===== src/rtl/upmix_pkg.sv =====
package upmix_pkg;

  // Number of samples per carrier period (sample clock = 4 x carrier).
  localparam int PHASES = 4;
  localparam int PH_W   = $clog2(PHASES);

  // Per-path weight: the carrier sample value at the current phase.
  typedef enum logic [1:0] {
    WT_ZERO = 2'd0,
    WT_POS  = 2'd1,
    WT_NEG  = 2'd2
  } weight_e;

  // Carrier sequence sets.
  typedef enum logic {
    SEQ_SQUARE = 1'b0,   // I: + + - -   Q: - + + -
    SEQ_SPARSE = 1'b1    // I: 0 + 0 -   Q: + 0 - 0
  } seq_e;

endpackage


===== src/rtl/upmix_phase_ctr.sv =====
module upmix_phase_ctr #(
  parameter int PH_W = 2
) (
  input  logic            clk,
  input  logic            rst,
  output logic [PH_W-1:0] phase
);

  // Free-running modulo-2^PH_W counter; wraps naturally.
  always_ff @(posedge clk) begin
    if (rst) phase <= '0;
    else     phase <= phase + PH_W'(1);
  end

endmodule


===== src/rtl/upmix_weight_lut.sv =====
module upmix_weight_lut
  import upmix_pkg::*;
(
  input  logic [PH_W-1:0] phase,
  input  logic            mode,
  output weight_e         wt_i,
  output weight_e         wt_q
);

  always_comb begin
    wt_i = WT_ZERO;
    wt_q = WT_ZERO;
    if (seq_e'(mode) == SEQ_SQUARE) begin
      unique case (phase)
        2'd0: begin wt_i = WT_POS; wt_q = WT_NEG; end
        2'd1: begin wt_i = WT_POS; wt_q = WT_POS; end
        2'd2: begin wt_i = WT_NEG; wt_q = WT_POS; end
        2'd3: begin wt_i = WT_NEG; wt_q = WT_NEG; end
        default: ;
      endcase
    end else begin
      unique case (phase)
        2'd0: begin wt_i = WT_ZERO; wt_q = WT_POS;  end
        2'd1: begin wt_i = WT_POS;  wt_q = WT_ZERO; end
        2'd2: begin wt_i = WT_ZERO; wt_q = WT_NEG;  end
        2'd3: begin wt_i = WT_NEG;  wt_q = WT_ZERO; end
        default: ;
      endcase
    end
  end

endmodule


===== src/rtl/upmix_term.sv =====
module upmix_term
  import upmix_pkg::*;
#(
  parameter int DATA_W = 12
) (
  input  logic signed [DATA_W-1:0] x,
  input  logic                     en,
  input  weight_e                  wt,
  output logic signed [DATA_W-1:0] term
);

  localparam logic signed [DATA_W-1:0] MIN_V = {1'b1, {(DATA_W-1){1'b0}}};
  localparam logic signed [DATA_W-1:0] MAX_V = {1'b0, {(DATA_W-1){1'b1}}};

  logic signed [DATA_W-1:0] neg_sat;

  // Saturating negation: the lone unrepresentable case clips to MAX_V.
  always_comb begin
    if (x == MIN_V) neg_sat = MAX_V;
    else            neg_sat = -x;
  end

  always_comb begin
    term = '0;
    if (en) begin
      unique case (wt)
        WT_POS:  term = x;
        WT_NEG:  term = neg_sat;
        default: term = '0;
      endcase
    end
  end

endmodule


===== src/rtl/quad_upmix.sv =====
module quad_upmix
  import upmix_pkg::*;
#(
  parameter int DATA_W = 12
) (
  input  logic                     clk,
  input  logic                     rst,
  input  logic                     in_valid,
  input  logic signed [DATA_W-1:0] in_i,
  input  logic signed [DATA_W-1:0] in_q,
  input  logic                     mode,
  output logic signed [DATA_W:0]   out_data
);

  localparam int OUT_W = DATA_W + 1;
  localparam int LANES = 2;   // lane 0 = I, lane 1 = Q

  logic [PH_W-1:0]          phase_q;
  weight_e                  lane_wt   [LANES];
  logic signed [DATA_W-1:0] lane_x    [LANES];
  logic signed [DATA_W-1:0] lane_term [LANES];
  logic signed [OUT_W-1:0]  sum_d;

  upmix_phase_ctr #(.PH_W(PH_W)) u_phase (
    .clk   (clk),
    .rst   (rst),
    .phase (phase_q)
  );

  upmix_weight_lut u_lut (
    .phase (phase_q),
    .mode  (mode),
    .wt_i  (lane_wt[0]),
    .wt_q  (lane_wt[1])
  );

  assign lane_x[0] = in_i;
  assign lane_x[1] = in_q;

  for (genvar g = 0; g < LANES; g++) begin : g_lane
    upmix_term #(.DATA_W(DATA_W)) u_term (
      .x    (lane_x[g]),
      .en   (in_valid),
      .wt   (lane_wt[g]),
      .term (lane_term[g])
    );
  end

  // One guard bit absorbs the carry of two full-scale terms.
  assign sum_d = {lane_term[0][DATA_W-1], lane_term[0]}
               + {lane_term[1][DATA_W-1], lane_term[1]};

  always_ff @(posedge clk) begin
    if (rst) out_data <= '0;
    else     out_data <= sum_d;
  end

endmodule


===== config.mk =====
export PLATFORM = sky130hd
export DESIGN_NAME = quad_upmix
export DESIGN_NICKNAME = d
export VERILOG_FILES = /design/src/rtl/upmix_pkg.sv /design/src/rtl/upmix_phase_ctr.sv /design/src/rtl/upmix_weight_lut.sv /design/src/rtl/upmix_term.sv /design/src/rtl/quad_upmix.sv
export SDC_FILE = /design/constraint.sdc
export NUM_CORES = 1
export LEC_CHECK = 0
export ABC_AREA = 1
export ABC_CLOCK_PERIOD_IN_PS = 7000
export BUFFER_PORTS_ARGS = -buffer_cell sky130_fd_sc_hd__buf_2
export CAP_MARGIN = 20
export CORE_UTILIZATION = 45
export CTS_BUF_LIST = sky130_fd_sc_hd__clkbuf_2 sky130_fd_sc_hd__clkbuf_4 sky130_fd_sc_hd__clkbuf_8
export DETAILED_ROUTE_END_ITERATION = 8
export PLACE_DENSITY_LB_ADDON = 0.05
export SLEW_MARGIN = 20
export SYNTH_ARGS = -nofsm -noshare
export SYNTH_HDL_FRONTEND = slang
export SYNTH_SLANG_ARGS = --single-unit

===== constraint.sdc =====
create_clock -name clk -period 7 [get_ports clk]
set_input_delay 0 -clock clk [delete_from_list [all_inputs] [get_ports clk]]
set_output_delay 0 -clock clk [all_outputs]
set_load 0.1 [all_outputs]

==> load_flow_metrics.sql <==
INSERT INTO impl_metrics (metric_group, metric, value, unit) VALUES
('setup_path', 'reg2reg_to', 'out_data[12]', ''),
('timing', 'setup_viol_count_final', '0', ''),
('timing', 'fin_skew', '0.0145', 'ns'),
('final_layout', 'multi_input_comb_area', '0.00166', 'mm2'),
('final_layout', 'final_cells', '511', ''),
('setup_path', 'cells_traversed_along_the_worst_timing_path', 'inv_1 > ha_1 > o21ai_0 > inv_1 > a21oi_1 > ha_1 > nor2_1 > clkinv_1 > a21oi_1 > ha_1 > fa_1 > nand3_1 > nand3_1 > nand2_1 > nand2_1 > nand2_1 > a21oi_1 > nor2_1', ''),
('synth', 'syn-num-nets', '457', ''),
('final_layout', 'sequential_cell_area', '300', 'um2'),
('die', 'rows', '25', ''),
('synth', 'synth-seq-cells', '15', ''),
('clocking', 'tritoncts.num_buffers', '3', ''),
('clocking', 'tritoncts', 'done', ''),
('place', 'dpl.cell_count', '507', ''),
('outcome', 'status', 'complete, no violations', ''),
('timing', 'tightestPinTransition', '0.489', 'ns'),
('die', 'die-area', '0.00525', 'mm2'),
('synth', 'postSynthAreaPerCell', '5.53', 'um2'),
('timing', 'timing.final.crit_period', '3.42', 'ns'),
('clocking', 'clk_pin_slew_worst_paths', '0.08', 'ns'),
('hold_path', 'timing.hold.worst.start', 'rst', ''),
('clocking', 'cts_hold_repair.buffers', '0', ''),
('routing', 'drt-total-wl', '5490', 'um'),
('die', 'initial_core_util', '47.0', '%'),
('clocking', 'cts.path.max_buffers', '2', ''),
('die', 'core_area', '0.00475', 'mm2'),
('die', 'floorplan.io_pins', '41', ''),
('synth', 'synthesis.instances', '404', ''),
('final_layout', 'total_of_fill_cells_in_the_finished_design', '519', ''),
('die', 'die_h', '72.5', 'um'),
('clocking', 'clock_sink_count', '15', ''),
('routing', 'vias_per_inst', '4.85', ''),
('routing', 'drtPass1Iterations', '4', ''),
('die', 'fp.dieW', '72.5', 'um'),
('final_layout', 'final_core_util', '53.4', '%'),
('routing', 'ant_nets', '0', ''),
('timing', 'post-route-worst-setup-slack', '3.58', 'ns'),
('clocking', 'clk-insertion-delay-late', '0.26', 'ns'),
('routing', 'num_vias', '2477', ''),
('global_route', 'gr-usage-all-layers', '22.7', '%'),
('timing', 'max_clock_freq', '292', 'MHz'),
('global_route', 'grt_max_degree', '14', ''),
('setup_path', 'arrival', '3.57', 'ns'),
('synth', 'synthArstFlopShare', '0', '%'),
('setup_path', 'cp_data_required_time', '7.15', 'ns'),
('final_layout', 'num_antenna_cells', '0', ''),
('power', 'power_density', '139', 'mW/mm2'),
('global_route', 'global_route_wire_length_before_repair', '9490', 'um'),
('clocking', 'post_cts_sizing', '0', ''),
('place', 'routability_driven_placement_congestion_ratio', '0.874', ''),
('hold_path', 'holdCritPathClass', 'input port to flop', ''),
('global_route', 'antenna_found_initial', '0', ''),
('timing', 'layout_worst_path_cycle_share', '48.9', '%'),
('power', 'cellLeakagePower', '0.00140', 'uW'),
('clocking', 'clock_tree.htree_level_count', '1', ''),
('synth', 'syn_area', '0.00223', 'mm2'),
('clocking', 'cts_setup_buffers', '0', ''),
('setup_path', 'worst_setup_path_start_kind', 'flop', ''),
('hold_path', 'hold-path-endpoint', 'u_phase.phase[0]', ''),
('setup_path', 'cp_max_fanout', '10', ''),
('place', 'pre_cts_slack', '3.62', 'ns'),
('setup_path', 'cpPeakStageDelay', '0.41', 'ns'),
('routing', 'drt-wirelength-per-cell', '10.7', 'um'),
('timing', 'final.setup.tns', '0', 'ns'),
('final_layout', 'nNetsFinal', '498', ''),
('job', 'maxCapViolCount', '0', ''),
('timing', 'unrepaired_setup_endpoints_after_global_routing', 'false', ''),
('synth', 'yosys_most_used_dff', 'sky130_fd_sc_hd__dfxtp_1', ''),
('synth', 'synth.distinct_cells', '27', ''),
('synth', 'yosysSeqAreaShare', '13.4', '%'),
('clocking', 'cts.root.buffer_cell', 'sky130_fd_sc_hd__clkbuf_8', ''),
('power', 'max_vdd_drop', '0.0627', 'mV');
## kinds of logic (layout without fill, tap and decap cells)
| logic type | after synthesis | count (layout) | share of synthesized area, % |
|---|---|---|---|
| AND/OR/NAND/NOR | 234 | 234 | 45.8 |
| buffers and inverters | 70 | 110 | 12.2 |
| AO/OA/AOI/OAI | 60 | 60 | 14.2 |
| adder cells (fa/ha/maj) | 25 | 25 | 14.3 |
| flip-flops | 15 | 15 | 13.4 |
## flip-flops by register name (all words and copies together), names as in the netlist
signal / count
out_data: 13
u_phase.phase: 2
## how the worst max path moves through the flow
stage / from / to / slack, ns
2_1_floorplan: u_phase.phase[0] / out_data[12] / 4.01
3_3_place_gp: u_phase.phase[0] / out_data[12] / 3.78
3_5_place_dp: u_phase.phase[0] / out_data[12] / 3.62
4_1_cts: u_phase.phase[0] / out_data[12] / 3.58
5_1_grt: u_phase.phase[0] / out_data[12] / 3.18
6_report: u_phase.phase[0] / out_data[12] / 3.58
## placed cells by master, fill, tap and decap left out, types with 2 or more instances in the layout
cell / n
sky130_fd_sc_hd__nand2_1: 121
sky130_fd_sc_hd__inv_1: 61
sky130_fd_sc_hd__nor2_1: 53
sky130_fd_sc_hd__buf_2: 40
sky130_fd_sc_hd__nand3_1: 33
sky130_fd_sc_hd__a21oi_1: 31
sky130_fd_sc_hd__ha_1: 24
sky130_fd_sc_hd__o21ai_0: 18
sky130_fd_sc_hd__dfxtp_1: 15
sky130_fd_sc_hd__nor2_2: 11
sky130_fd_sc_hd__a31oi_1: 8
sky130_fd_sc_hd__nand2_2: 3
sky130_fd_sc_hd__inv_2: 3
sky130_fd_sc_hd__clkbuf_8: 3
sky130_fd_sc_hd__nor2_4: 2
sky130_fd_sc_hd__clkinv_1: 2
sky130_fd_sc_hd__nand3b_1: 2
sky130_fd_sc_hd__nand3_4: 2
sky130_fd_sc_hd__nor3_1: 2
sky130_fd_sc_hd__nand4_1: 2
sky130_fd_sc_hd__and2_1: 2
## metrics by stage
stage	total power (uW)	hold slack, ns	cell area, um2
2_1_floorplan	236	0.0667	2230
3_3_place_gp	277	0.295	2490
3_5_place_dp	278	0.296	2490
4_1_cts	356	0.0116	2540
5_1_grt	379	0.0326	2540
6_report	353	0.00287	2540
## power breakdown
| group | switching (uW) | internal (uW) |
|---|---|---|
| Combinational | 133 | 47.6 |
| Sequential | 2.77 | 93.0 |
| Clock | 37.0 | 39.6 |
| Total | 172 | 180 |
## cell type report
| type | count | share of cell area, % |
|---|---|---|
| multi-input cells | 319 | 65.4 |
| flip-flops and latches | 15 | 11.8 |
| inverters | 66 | 9.75 |
| repair buffers | 40 | 7.88 |
| well taps | 67 | 3.30 |
| clock buffers | 3 | 1.63 |
| clock inverters | 1 | 0.197 |
## worst max-delay path: cells and delay by family, from the launching register on
family	cells	cell delay, ns
DFF	1	0.41
buffers and inverters	3	0.44
adders and majority gates	4	0.97
and+or+nand+nor	7	0.73
AOI/OAI and AO/OA	4	0.75
## layer usage
layer | share of wire (%) | vias up | GRT usage, %
li1 | - | 1371 | -
met4 | 0.93 | 0 | 5.23
met3 | 3.1 | 7 | 3.47
met5 | 0 | - | 0
met2 | 48 | 47 | 41.0
met1 | 48 | 1052 | 28.2
## synthesized netlist by cell type (all sizes together) (8+ instances only)
library cell  instances  share of area, %
dfxtp                15                13
nand3                36               9.4
o21ai                18               4.0
ha                   24                13
nor2                 66                13
inv                  64                11
a21oi                31               6.9
a31oi                 8               2.2
nand2               124                21
(Power assumes the default switching activity.)
